--- config.mk ---
export PLATFORM = sky130hd
export DESIGN_NAME = svp_voice_port
export DESIGN_NICKNAME = d
export VERILOG_FILES = /design/src/rtl/svp_pkg.sv /design/src/rtl/svp_cond.sv /design/src/rtl/svp_timer.sv /design/src/rtl/svp_shift.sv /design/src/rtl/svp_voice_port.sv
export SDC_FILE = /design/constraint.sdc
export NUM_CORES = 1
export LEC_CHECK = 0
export ABC_AREA = 0
export BUFFER_PORTS_ARGS = -buffer_cell sky130_fd_sc_hd__buf_2
export CORE_AREA = 2 2 59 61
export CTS_CLUSTER_SIZE = 16
export DETAILED_ROUTE_END_ITERATION = 16
export DIE_AREA = 0 0 61 63
export GPL_ROUTABILITY_DRIVEN = 0
export PLACE_DENSITY = 0.84
export SLEW_MARGIN = 40
export SYNTH_ARGS = -nofsm -noshare
export SYNTH_HDL_FRONTEND = slang
export SYNTH_HIERARCHICAL = 1
export SYNTH_SLANG_ARGS = --single-unit
--- constraint.sdc ---
create_clock -name clk -period 2.9 [get_ports clk]
set_clock_uncertainty 0.15 [all_clocks]
set_input_delay 0.145 -clock clk [delete_from_list [all_inputs] [get_ports clk]]
set_output_delay 0.145 -clock clk [all_outputs]
set_load 0.1 [all_outputs]
--- src/rtl/svp_pkg.sv ---
package svp_pkg;
  localparam int SVP_BYTE_W = 8;
  localparam int SVP_BIT_W  = $clog2(SVP_BYTE_W);
  localparam int SVP_RATE_W = 2;
endpackage

--- src/rtl/svp_cond.sv ---
// Input conditioning: optional synchroniser chain, strobe edge detect.
module svp_cond #(
  parameter int STAGES = 2
) (
  input  logic clk,
  input  logic rst,
  input  logic resync,
  input  logic stb_in,
  input  logic din_in,
  output logic stb_rise,
  output logic din_c
);
  logic [STAGES-1:0] stb_sr;
  logic [STAGES-1:0] din_sr;
  logic              stb_c;
  logic              stb_q;

  generate
    for (genvar i = 0; i < STAGES; i++) begin : g_sync
      always_ff @(posedge clk) begin
        if (rst) begin
          stb_sr[i] <= 1'b0;
          din_sr[i] <= 1'b0;
        end else if (i == 0) begin
          stb_sr[i] <= stb_in;
          din_sr[i] <= din_in;
        end else begin
          stb_sr[i] <= stb_sr[(i == 0) ? 0 : i-1];
          din_sr[i] <= din_sr[(i == 0) ? 0 : i-1];
        end
      end
    end
  endgenerate

  // Direct mode: one register on the strobe for edge detection, raw data.
  assign stb_c = resync ? stb_sr[STAGES-1] : stb_sr[0];
  assign din_c = resync ? din_sr[STAGES-1] : din_in;

  always_ff @(posedge clk) begin
    if (rst) stb_q <= 1'b0;
    else     stb_q <= stb_c;
  end

  assign stb_rise = stb_c & ~stb_q;

  // a held strobe yields a single start event
  a_r7_single_rise: assert property (@(posedge clk) disable iff (rst)
    stb_rise |=> !stb_rise);
endmodule

--- src/rtl/svp_timer.sv ---
// Bit timing: divider and bit counter, restarted by each strobe rise.
module svp_timer
  import svp_pkg::*;
#(
  parameter int BASE_DIV = 32
) (
  input  logic                  clk,
  input  logic                  rst,
  input  logic                  resync,
  input  logic [SVP_RATE_W-1:0] rate,
  input  logic                  start,
  output logic                  active,
  output logic [SVP_BIT_W-1:0]  bit_cnt,
  output logic                  smp_tick,
  output logic                  adv_tick,
  output logic                  last_smp
);
  localparam int DIV_W = $clog2(BASE_DIV);
  localparam logic [SVP_BIT_W-1:0] LAST_BIT = SVP_BIT_W'(SVP_BYTE_W - 1);

  logic [DIV_W-1:0] div_cnt;
  logic [DIV_W-1:0] div_last;
  logic [DIV_W-1:0] div_mid;

  assign div_last = resync ? DIV_W'((BASE_DIV >> rate) - 1) : '0;
  assign div_mid  = div_last >> 1;

  always_ff @(posedge clk) begin
    if (rst) begin
      active  <= 1'b0;
      div_cnt <= '0;
      bit_cnt <= '0;
    end else if (start) begin
      active  <= 1'b1;
      div_cnt <= '0;
      bit_cnt <= '0;
    end else if (active) begin
      if (div_cnt == div_last) begin
        div_cnt <= '0;
        if (bit_cnt == LAST_BIT) active <= 1'b0;
        else                     bit_cnt <= bit_cnt + 1'b1;
      end else begin
        div_cnt <= div_cnt + 1'b1;
      end
    end
  end

  assign smp_tick = active && (div_cnt == div_mid);
  assign adv_tick = active && (div_cnt == div_last);
  assign last_smp = smp_tick && (bit_cnt == LAST_BIT);

  // divider never runs past the programmed period
  a_r6_div_in_range: assert property (@(posedge clk) disable iff (rst)
    active |-> div_cnt <= div_last);
  // window opens only on a start event
  a_r2_open_on_start: assert property (@(posedge clk) disable iff (rst)
    $rose(active) |-> $past(start));
  // window closes only after the eighth bit period
  a_r2_close_after_eighth: assert property (@(posedge clk) disable iff (rst)
    ($fell(active) && !$past(rst)) |-> ($past(bit_cnt) == LAST_BIT && $past(adv_tick)));
endmodule

--- src/rtl/svp_shift.sv ---
// Transmit and receive shift registers.
module svp_shift
  import svp_pkg::*;
(
  input  logic                  clk,
  input  logic                  rst,
  input  logic                  start,
  input  logic                  active,
  input  logic                  smp_tick,
  input  logic                  adv_tick,
  input  logic                  last_smp,
  input  logic [SVP_BYTE_W-1:0] tx_byte,
  input  logic                  din_c,
  output logic                  tx_bit,
  output logic [SVP_BYTE_W-1:0] rx_byte,
  output logic                  rx_valid
);
  logic [SVP_BYTE_W-1:0] tx_sh;
  logic [SVP_BYTE_W-1:0] rx_sh;

  always_ff @(posedge clk) begin
    if (rst)           tx_sh <= '0;
    else if (start)    tx_sh <= tx_byte;
    else if (adv_tick) tx_sh <= tx_sh << 1;
  end

  always_ff @(posedge clk) begin
    if (rst) begin
      rx_sh    <= '0;
      rx_byte  <= '0;
      rx_valid <= 1'b0;
    end else begin
      rx_valid <= last_smp;
      if (smp_tick) rx_sh   <= {rx_sh[SVP_BYTE_W-2:0], din_c};
      if (last_smp) rx_byte <= {rx_sh[SVP_BYTE_W-2:0], din_c};
    end
  end

  assign tx_bit = tx_sh[SVP_BYTE_W-1];

  // transmit register moves only at a bit boundary or a new start
  a_r9_tx_hold: assert property (@(posedge clk) disable iff (rst)
    (active && !adv_tick && !start) |=> $stable(tx_sh));
  // valid is a single-cycle pulse
  a_r4_valid_pulse: assert property (@(posedge clk) disable iff (rst)
    rx_valid |=> !rx_valid);
  // received byte changes only with a valid pulse
  a_r8_rx_hold: assert property (@(posedge clk) disable iff (rst)
    !$past(rst) && !rx_valid |-> $stable(rx_byte));
endmodule

--- src/rtl/svp_voice_port.sv ---
// Strobed serial voice port, top level.
module svp_voice_port
  import svp_pkg::*;
#(
  parameter int BASE_DIV    = 32,
  parameter int SYNC_STAGES = 2
) (
  input  logic                  clk,
  input  logic                  rst,
  input  logic                  cfg_async,
  input  logic [SVP_RATE_W-1:0] cfg_rate,
  input  logic                  stb_in,
  input  logic                  din,
  input  logic [SVP_BYTE_W-1:0] tx_byte,
  output logic                  dout,
  output logic                  dout_oe,
  output logic [SVP_BYTE_W-1:0] rx_byte,
  output logic                  rx_valid
);
  logic                 start;
  logic                 din_c;
  logic                 active;
  logic [SVP_BIT_W-1:0] bit_cnt;
  logic                 smp_tick;
  logic                 adv_tick;
  logic                 last_smp;

  svp_cond #(.STAGES(SYNC_STAGES)) u_cond (
    .clk(clk), .rst(rst), .resync(cfg_async),
    .stb_in(stb_in), .din_in(din),
    .stb_rise(start), .din_c(din_c)
  );

  svp_timer #(.BASE_DIV(BASE_DIV)) u_timer (
    .clk(clk), .rst(rst), .resync(cfg_async), .rate(cfg_rate),
    .start(start), .active(active), .bit_cnt(bit_cnt),
    .smp_tick(smp_tick), .adv_tick(adv_tick), .last_smp(last_smp)
  );

  svp_shift u_shift (
    .clk(clk), .rst(rst), .start(start), .active(active),
    .smp_tick(smp_tick), .adv_tick(adv_tick), .last_smp(last_smp),
    .tx_byte(tx_byte), .din_c(din_c),
    .tx_bit(dout), .rx_byte(rx_byte), .rx_valid(rx_valid)
  );

  assign dout_oe = active;

  // reset releases the output on the following cycle
  a_r1_reset_quiet: assert property (@(posedge clk)
    $past(rst) |-> (!dout_oe && !rx_valid));
  // a valid pulse follows the eighth sample
  a_r4_valid_after_last: assert property (@(posedge clk) disable iff (rst)
    rx_valid |-> ($past(smp_tick) && $past(bit_cnt) == 3'd7));
endmodule

==> flow_summary.yaml, run 1 <==
power_and_ir_drop:
  leakage_nw: 0.791
  p_total_mw: 1.10
  seqPwrFrac: 0.495
  clkPwrFrac: 0.408
  swShare: 0.230
  vdd_drop_max_v: 0.000424
  p_per_area_nw_per_um2: 542
  comb_power_share: 0.097
  power.internal_mw: 0.849
  p_sw_mw: 0.253
clock_tree:
  ctsResizeCount: 0
  numCtsBuffers: 5
  cts.sinks: 38
  cts_tree: "yes"
  clockBufferDepth: 2
  clk_pin_slew_ns: 0.11
  clkLatencyLatePin_ns: 0.35
  htreeDepth: 2
  postCtsSetupBuffers: 0
  ctsRootBufferMaster: "clkbuf_4"
critical_path:
  r2r_end: "u_shift/tx_sh[4]$_SDFFE_PP0P_"
  reg2reg_depth: 6
  required_ns: 3.01
  endpoint_kind: "flip-flop"
  rrSetupSlack_ns: 0.50
  cp-start-kind: "flip-flop"
  critPathMaxFanout: 8
  arrival_ns: 2.51
  path_class: "flip-flop to flip-flop"
  r2r-start: "u_timer/div_cnt[3]$_SDFFE_PP0P_"
worst_hold_path:
  holdPathStages: 3
  hold_path_end: "u_cond/stb_q$_SDFF_PP0_"
  holdCritStartpoint: "cfg_async"
  hp-class: "primary input to flip-flop"
floorplan:
  start_util: 0.526
  die_area_um2: 3840
  ios: 26
  die_y_um: 63
  rows: 21
  die_x_um: 61
  core_area_um2: 3230
finish:
  postLayoutCoreUtil: 0.629
  final.fill_count: 268
  drive_above_1_share: 0.202
  area_growth_pct: 19.5
  num-nets-final: 220
  n_antenna_cell: 0
  layout.cells.most_common: "dfxtp_1"
  layout_common_cells: "38 x dfxtp_1, 26 x mux2i_1, 25 x buf_2"
timing:
  timing.final.crit_share: 0.829
  drv_slew: 0
  setup_viol: 0
  final_hold_viol_count: 0
  rsz0062_at_grt: "no"
  hold_slack_ns: 0.0816
  worst_pin_slew_ns: 0.752
  setup_tns_ns: 0
  postLayoutSetupSlackWorst_ns: 0.496
  slew_headroom: 0.496
  min_period_ns: 2.40
  fmax_mhz: 416
detailed_routing:
  detail-route-antenna-nets: 0
  dr.pass1.iters: 4
  viasPerCell: 5.22
  drt_iter0_drc: 64
  wire_per_inst_um: 12.4
  num_vias: 1299
  drcViolationCount: 0
  routed_wl_um: 3090
yosys:
  synth-seq-cells: 38
  seq_area_frac_synth: 0.447
  syn_nets: 188
  syn_area_per_cell_um2: 10.0
  ys_types: 37
  syn_inst: 170
  yosysWarningCount: 6
  syn_area_um2: 1700
global_routing:
  grt_usage: 0.183
  grt_pass1_vias: 1188
  antenna_found_initial: 0
  grt_pass1_wl_um: 5260
  grt_overflow: 0
  grt_max_degree: 33
placement:
  hpwl_um: 2000
  preCtsSetupSlack_ns: 0.577
  port_buffers: 25
job:
  max_cap_violations: 0
status:
  outcome: "complete, no violations"
## cells in the mapped netlist
cell	number	area (um^2)
a21oi_1	4	20.0
a21boi_0	1	7.51
o21ai_0	2	10.0
nor3b_2	1	12.5
a22oi_2	1	12.5
inv_1	3	11.3
or3b_1	1	8.76
buf_2	4	20.0
a211oi_1	7	52.6
nand4b_2	1	15.0
a41oi_1	1	8.76
o31ai_1	2	15.0
and4_1	1	8.76
a311oi_1	1	8.76
nor2b_1	12	75.1
nand2_1	10	37.5
mux2_4	1	15.0
a2111oi_4	1	27.5
nor2_1	22	82.6
xnor2_1	3	26.3
or3_1	1	6.26
and3_1	1	6.26
nand3_1	5	25.0
dfxtp_1	38	761
xor2_2	1	16.3
ha_1	3	37.5
a21bo_2	1	10.0
nand4_1	2	12.5
buf_4	2	15.0
mux2i_1	26	260
nand3b_1	1	7.51
xor2_1	2	17.5
clkbuf_1	3	11.3
a21oi_2	1	8.76
buf_6	1	11.3
nor4_1	1	6.26
and2_1	2	12.5
## worst max-delay path, cell delays in order (launching register included)
cell,delay (ns)
dfxtp_1,0.46
xor2_1,0.17
a41oi_1,0.20
a21oi_1,0.44
and2_1,0.47
mux2i_1,0.15
a211oi_1,0.27
## through the flow
stage | instance area (um^2) | std cells
floorplan | 1700 | 170
global placement | 1830 | 231
detailed placement | 1830 | 231
CTS | 2030 | 249
global route | 2030 | 249
finish | 2030 | 249
## sequential cells by signal, summed over array words and instances, names as in the netlist
register          flops
u_shift/rx_sh         7
u_cond/stb_sr         2
u_cond/din_sr         2
u_timer/bit_cnt       3
u_shift/rx_byte       8
u_timer/div_cnt       5
u_cond/stb_q          1
u_timer/active        1
u_shift/rx_valid      1
u_shift/tx_sh         8
## worst max-delay path by stage
| stage | startpoint | endpoint | slack [ns] | cells past startpoint |
|---|---|---|---|---|
| 2_1_floorplan | u_timer/active$_SDFF_PP0_ | u_shift/rx_byte[0]$_SDFFE_PP0P_ | 0.64 | 6 |
| 3_3_place_gp | u_timer/div_cnt[3]$_SDFFE_PP0P_ | u_shift/tx_sh[3]$_SDFFE_PP0P_ | 0.64 | 6 |
| 3_5_place_dp | u_timer/div_cnt[3]$_SDFFE_PP0P_ | u_shift/tx_sh[1]$_SDFFE_PP0P_ | 0.58 | 6 |
| 4_1_cts | u_timer/div_cnt[3]$_SDFFE_PP0P_ | u_shift/tx_sh[1]$_SDFFE_PP0P_ | 0.54 | 6 |
| 5_1_grt | u_timer/div_cnt[0]$_SDFFE_PP0P_ | u_shift/tx_sh[1]$_SDFFE_PP0P_ | 0.29 | 6 |
| 6_report | u_timer/div_cnt[3]$_SDFFE_PP0P_ | u_shift/tx_sh[4]$_SDFFE_PP0P_ | 0.50 | 6 |
## timing repair
item,in CTS,in global routing
hold buffers,10,0
endpoints found under the hold margin,10,0
setup endpoints to repair,0,0
## routing by layer
layer  GRT usage  part of all wire  routed length [um]
met2       0.278              0.47                1470
met1       0.238              0.46                1420
met3      0.0497             0.046                 141
met4      0.0815             0.020                  62
met5           0                 0                   0
## cell families after synthesis
family / synth area share
adder cells (fa/ha/maj): 0.0221
buffers and inverters: 0.0405
XOR/XNOR: 0.0353
AND/OR/NAND/NOR: 0.186
flip-flops: 0.447
multiplexers: 0.162
AO/OA/AOI/OAI: 0.107
## power groups by stage
stage	logic, mW	registers [mW]	clock network (mW)
after CTS	0.105	0.546	0.461
after detailed placement	0.0947	0.557	0
after floorplan	0.0598	0.568	0
final	0.107	0.546	0.449
after global routing	0.116	0.549	0.482
after global placement	0.0931	0.557	0
## cell type report
cell class | count | area, um^2 | area share
clock inverters | 3 | 68.8 | 0.0339
inverters | 3 | 11.3 | 0.00554
well taps | 46 | 57.6 | 0.0283
multi-input cells | 119 | 871 | 0.429
repair buffers | 35 | 225 | 0.111
clock buffers | 5 | 37.5 | 0.0185
flip-flops and latches | 38 | 761 | 0.374
No activity file was read; power rests on OpenSTA's default activity.
==> run 2, diff against run 1 <==
--- a/config.mk
+++ b/config.mk
@@ -7,12 +7,12 @@
 export LEC_CHECK = 0
 export ABC_AREA = 0
 export BUFFER_PORTS_ARGS = -buffer_cell sky130_fd_sc_hd__buf_2
-export CORE_AREA = 2 2 59 61
+export CORE_AREA = 2 2 62 64
 export CTS_CLUSTER_SIZE = 16
 export DETAILED_ROUTE_END_ITERATION = 16
-export DIE_AREA = 0 0 61 63
+export DIE_AREA = 0 0 64 66
 export GPL_ROUTABILITY_DRIVEN = 0
-export PLACE_DENSITY = 0.84
+export PLACE_DENSITY = 0.81
 export SLEW_MARGIN = 40
 export SYNTH_ARGS = -nofsm -noshare
 export SYNTH_HDL_FRONTEND = slang
==> constraint.sdc (replaced) <==
create_clock -name clk -period 2.2 [get_ports clk]
set_clock_uncertainty 0.15 [all_clocks]
set_input_delay 0.11 -clock clk [delete_from_list [all_inputs] [get_ports clk]]
set_output_delay 0.11 -clock clk [all_outputs]
set_load 0.1 [all_outputs]
==> run 2 against run 1 <==
Effect of this change:
- cell area is 2.0% higher
- wire length is 4.2% higher
- largest cell class unchanged
- first-iteration DRC count is 17% lower
- register-to-register slack worse by 0.31 ns
- clock power is 7.1% higher
- hold slack worse by 0.059 ns
- sequential share of layout area is 0.69 points lower
- sequential power is 31% higher
- count of clock-buffer cells in the layout stayed put
- critical path depth stayed put
- power is 23% higher
- global-route usage is 1.7 points lower
==> flow_summary.yaml, run 2 (synthesis results as in run 1) <==
placement:
  hpwl_um: 2140
  port_buffers: 25
  dp_cells: 240
clock_tree:
  clkLatencyLatePin_ns: 0.35
  clk_pin_slew_ns: 0.12
  postCtsSetupBuffers: 0
  clockBufferDepth: 2
  cts_tree: "yes"
  cts.sinks: 38
  ctsRootBufferMaster: "clkbuf_4"
  numCtsBuffers: 5
  htreeDepth: 2
power_and_ir_drop:
  swShare: 0.252
  p_per_area_nw_per_um2: 653
  seqPwrFrac: 0.529
  clkPwrFrac: 0.355
  vdd_drop_max_v: 0.000338
  power.internal_mw: 1.01
  leakage_nw: 0.811
  comb_power_share: 0.116
  p_sw_mw: 0.341
floorplan:
  core_area_um2: 3550
  die_y_um: 66
  die_x_um: 64
  ios: 26
  die_area_um2: 4220
  rows: 22
  start_util: 0.479
detailed_routing:
  wire_per_inst_um: 12.5
  viasPerCell: 4.98
  dr.pass1.iters: 4
  drcViolationCount: 0
  num_vias: 1284
  drt_iter0_drc: 53
  routed_wl_um: 3220
  detail-route-antenna-nets: 0
finish:
  layout_common_cells: "37 x dfxtp_1, 26 x mux2i_1, 25 x buf_2"
  final.fill_count: 310
  regArea_um2: 762
  layout.cells.most_common: "dfxtp_1"
  top_regs: "u_shift/rx_byte: 8 flops, u_shift/tx_sh: 8 flops, u_shift/rx_sh: 7 flops"
  num-nets-final: 227
  multi_input_area_um2: 880
  layoutNonFillerInstCount: 258
  drive_above_1_share: 0.243
  n_antenna_cell: 0
  area_growth_pct: 21.9
  postLayoutCoreUtil: 0.584
timing:
  worst_pin_slew_ns: 0.729
  setup_viol: 0
  drv_slew: 0
  fmax_mhz: 496
  setup_tns_ns: 0
  timing.final.crit_share: 0.917
  final_hold_viol_count: 0
  rsz0062_at_grt: "no"
  slew_headroom: 0.512
  min_period_ns: 2.02
job:
  max_cap_violations: 0
critical_path:
  cp-start-kind: "flip-flop"
  required_ns: 2.34
  arrival_ns: 2.15
  critPathMaxFanout: 8
  path_class: "flip-flop to flip-flop"
  endpoint_kind: "flip-flop"
global_routing:
  grt_usage: 0.166
  grt_overflow: 0
  antenna_found_initial: 0
  grt_max_degree: 32
  grt_pass1_wl_um: 5410
  grt_pass1_vias: 1220
worst_hold_path:
  hp-class: "primary input to flip-flop"
status:
  outcome: "complete, no violations"
run 2: cell types whose count changed in the layout (fill, tap and decap cells not counted), sizes merged:
| cell | delta |
|---|---|
| clkinv | -1 |
| clkinvlp | +2 |
| bufinv | -1 |
| buf | +7 |
run 2: final timing paths:
kind | cells past startpoint | to | slack (ns) | startpoint
setup / recovery | 6 | u_shift/tx_sh[0]$_SDFFE_PP0P_ | 0.18 | u_timer/div_cnt[2]$_SDFFE_PP0P_
hold / removal | 4 | u_timer/div_cnt[2]$_SDFFE_PP0P_ | 0.02 | rst
setup reg to reg | 6 | u_shift/tx_sh[0]$_SDFFE_PP0P_ | 0.18 | u_timer/div_cnt[2]$_SDFFE_PP0P_
hold reg to reg | 1 | u_cond/din_sr[1]$_SDFF_PP0_ | 0.31 | u_cond/din_sr[0]$_SDFF_PP0_
run 2: worst max-delay path, stage by stage, from the launching register on:
cell	delay, ns
dfxtp_1	0.42
and2_1	0.19
a22oi_2	0.25
a21oi_1	0.12
and2_2	0.29
or3b_1	0.39
a21oi_2	0.15
run 2: cell type report:
| cell class | count | share of cell area |
|---|---|---|
| Inverter | 3 | 0.00543 |
| Sequential cell | 38 | 0.368 |
| Clock inverter | 3 | 0.0217 |
| Timing Repair Buffer | 42 | 0.134 |
| Tap cell | 48 | 0.0290 |
| Clock buffer | 5 | 0.0181 |
| Multi-Input combinational cell | 119 | 0.424 |
run 2: through the flow:
| step | setup slack (ns) | area (um^2) | power (mW) | hold WS (ns) |
|---|---|---|---|---|
| 4_1_cts | 0.0904 | 2060 | 1.37 | 0.0119 |
| 5_1_grt | 0.00516 | 2070 | 1.42 | 0.0483 |
| 3_5_place_dp | 0.115 | 1880 | 0.872 | 0.178 |
| 3_3_place_gp | 0.182 | 1880 | 0.869 | 0.169 |
| 6_report | 0.182 | 2070 | 1.35 | 0.0228 |
| 2_1_floorplan | 0.121 | 1700 | 0.828 | 0.0247 |
run 2: per-layer routing:
metal  global-route usage  routed length (um)
met1                0.196                1500
met2                0.284                1530
met3               0.0460                 137
met4               0.0652                  57
met5                    0                   0
run 2: power by group through the flow:
stage | clock [mW] | sequential (mW) | combinational [mW]
5_1_grt | 0.530 | 0.719 | 0.172
3_5_place_dp | 0 | 0.731 | 0.141
4_1_cts | 0.497 | 0.716 | 0.156
2_1_floorplan | 0 | 0.750 | 0.0787
6_report | 0.481 | 0.716 | 0.157
3_3_place_gp | 0 | 0.731 | 0.139
run 2: what timing repair did:
action / CTS / global route
hold buffers: 10 / 0
resized for setup: 0 / 2
endpoints found under the hold margin: 11 / 0
setup endpoints to repair: 0 / 8
==> run 3, diff against run 2 <==
--- a/config.mk
+++ b/config.mk
@@ -7,12 +7,12 @@
 export LEC_CHECK = 0
 export ABC_AREA = 0
 export BUFFER_PORTS_ARGS = -buffer_cell sky130_fd_sc_hd__buf_2
-export CORE_AREA = 2 2 62 64
+export CORE_AREA = 2 2 79 81
 export CTS_CLUSTER_SIZE = 16
 export DETAILED_ROUTE_END_ITERATION = 16
-export DIE_AREA = 0 0 64 66
+export DIE_AREA = 0 0 81 83
 export GPL_ROUTABILITY_DRIVEN = 0
-export PLACE_DENSITY = 0.81
+export PLACE_DENSITY = 0.57
 export SLEW_MARGIN = 40
 export SYNTH_ARGS = -nofsm -noshare
 export SYNTH_HDL_FRONTEND = slang
==> run 3 against run 2 <==
Effect of this change:
- largest cell class unchanged
- hold slack got worse by 0.016 ns
- global-route usage decreased by 5.9 points
- cell area increased by 3.0%
- sequential power about the same
- power increased by 6.3%
- utilization decreased by 22 points
- non-clock buffer count increased by 2
- critical endpoint unchanged
- critical path depth unchanged
==> flow_summary.yaml, run 3 (synthesis results as in run 1) <==
critical_path:
  path_cells: "xor2_1 > a41oi_1 > a21oi_1 > and2_2 > or3b_1 > a21oi_2"
  cpLargestDelayFamily: "simple AND/OR/NAND/NOR gates"
  critPathMaxFanout: 8
  endpoint_kind: "flip-flop"
  r2r_end: "u_shift/tx_sh[0]$_SDFFE_PP0P_"
  critPathSlowestCell: "or3b_1"
  rrSetupSlack_ns: 0.16
  slowest_delay_ns: 0.39
  r2r-start: "u_timer/div_cnt[3]$_SDFFE_PP0P_"
  arrival_ns: 2.10
  path_class: "flip-flop to flip-flop"
  worst-path-buf-inv: 0
  cp-start-kind: "flip-flop"
  required_ns: 2.26
  crit_cells: 6
  reg2reg_depth: 6
clock_tree:
  clk_pin_slew_ns: 0.07
  cts_tree: "yes"
  cts.sinks: 38
  numCtsBuffers: 5
  htreeDepth: 2
  ctsRootBufferMaster: "clkbuf_8"
  clkLatencyLatePin_ns: 0.28
  clockBufferDepth: 2
timing:
  drv_slew: 0
  worst_pin_slew_ns: 0.789
  setup_viol: 0
  final_hold_viol_count: 0
  postLayoutSetupSlackWorst_ns: 0.157
  min_period_ns: 2.04
  timing.final.crit_share: 0.929
  slew_headroom: 0.472
  rsz0062_at_grt: "no"
  fmax_mhz: 489
  setup_tns_ns: 0
floorplan:
  ios: 26
  die_x_um: 81
  start_util: 0.292
  die_y_um: 83
  die_area_um2: 6720
  core_area_um2: 5820
  rows: 28
worst_hold_path:
  hold_path_end: "u_shift/tx_sh[1]$_SDFFE_PP0P_"
  holdCritStartpoint: "tx_byte[1]"
  hp-class: "primary input to flip-flop"
  holdPathStages: 3
placement:
  port_buffers: 25
  preCtsSetupSlack_ns: 0.118
  hpwl_um: 2300
global_routing:
  grt_max_degree: 32
  antenna_found_initial: 0
  grt.busiest_layer: "met2"
  met1_usage: 0.143
  globalRouteMet2Util: 0.162
  grt_pass1_vias: 1249
  grt_usage: 0.107
  met3_usage: 0.0272
  grt_pass1_wl_um: 5730
  grt_overflow: 0
detailed_routing:
  drt_iter0_drc: 72
  dr.pass1.iters: 4
  viasPerCell: 4.46
  drcViolationCount: 0
  wire_per_inst_um: 11.3
  routed_wl_um: 3240
  detail-route-antenna-nets: 0
  num_vias: 1280
finish:
  multi_input_area_um2: 872
  num-nets-final: 229
  layout.cells.most_common: "dfxtp_1"
  regArea_um2: 762
  area_growth_pct: 25.6
  drive_above_1_share: 0.241
  n_antenna_cell: 0
  layout_common_cells: "37 x dfxtp_1, 26 x mux2i_1, 25 x buf_2"
  top_regs: "u_shift/rx_byte: 8 flops, u_shift/tx_sh: 8 flops, u_shift/rx_sh: 7 flops"
  final.fill_count: 629
job:
  max_cap_violations: 0
power_and_ir_drop:
  leakage_nw: 0.837
  p_per_area_nw_per_um2: 673
  vdd_drop_max_v: 0.000363
status:
  outcome: "complete, no violations"
run 3: what timing repair did:
| action | CTS | global route |
|---|---|---|
| endpoints found under the hold margin | 9 | 0 |
| setup buffers | 0 | 0 |
| setup endpoints to repair | 0 | 6 |
| hold buffers | 9 | 0 |
| resized for setup | 0 | 1 |
run 3: worst register-to-register path, stage by stage, from the launching register on:
cell and delay [ns]:
dfxtp_1 0.37, xor2_1 0.18, a41oi_1 0.36, a21oi_1 0.09
and2_2 0.30, or3b_1 0.39, a21oi_2 0.13
run 3: final cells by class:
cell class                      instances  area share
Multi-Input combinational cell        119       0.408
Sequential cell                        38       0.357
Timing Repair Buffer                   44       0.136
Tap cell                               75      0.0439
Clock buffer                            7      0.0357
Clock inverter                          1      0.0141
Inverter                                3     0.00527
run 3: power breakdown:
part	leakage, nW	switching [mW]	internal (mW)
logic	0.476	0.0886	0.0654
registers	0.309	0.00899	0.706
clock network	0.0524	0.230	0.339
run 3: how the worst max path moves through the flow:
stage | startpoint | end | slack (ns)
finish | u_timer/div_cnt[3]$_SDFFE_PP0P_ | u_shift/tx_sh[0]$_SDFFE_PP0P_ | 0.16
floorplan | u_timer/div_cnt[3]$_SDFFE_PP0P_ | u_shift/tx_sh[0]$_SDFFE_PP0P_ | 0.12
global route | u_timer/div_cnt[3]$_SDFFE_PP0P_ | u_shift/tx_sh[0]$_SDFFE_PP0P_ | 0.04
CTS | u_timer/div_cnt[3]$_SDFFE_PP0P_ | u_shift/tx_sh[0]$_SDFFE_PP0P_ | 0.09
global placement | u_timer/div_cnt[3]$_SDFFE_PP0P_ | u_shift/tx_sh[0]$_SDFFE_PP0P_ | 0.16
detailed placement | u_timer/div_cnt[3]$_SDFFE_PP0P_ | u_shift/tx_sh[0]$_SDFFE_PP0P_ | 0.12
run 3: routing by layer:
| metal | routed length [um] | share of wire |
|---|---|---|
| met1 | 1630 | 0.50 |
| met4 | 41 | 0.013 |
| met5 | 0 | 0 |
| met3 | 125 | 0.039 |
| met2 | 1440 | 0.45 |
run 3: through the flow:
stage	power [mW]	hold slack [ns]	utilization	cells	instance area [um^2]
6_report	1.44	0.00631	0.367	287	2140
5_1_grt	1.50	0.0468	0.367	287	2140
4_1_cts	1.46	0.000536	0.367	287	2130
3_5_place_dp	0.873	0.180	0.333	270	1940
3_3_place_gp	0.872	0.174	0.333	270	1940
2_1_floorplan	0.828	0.0247	-	170	1700
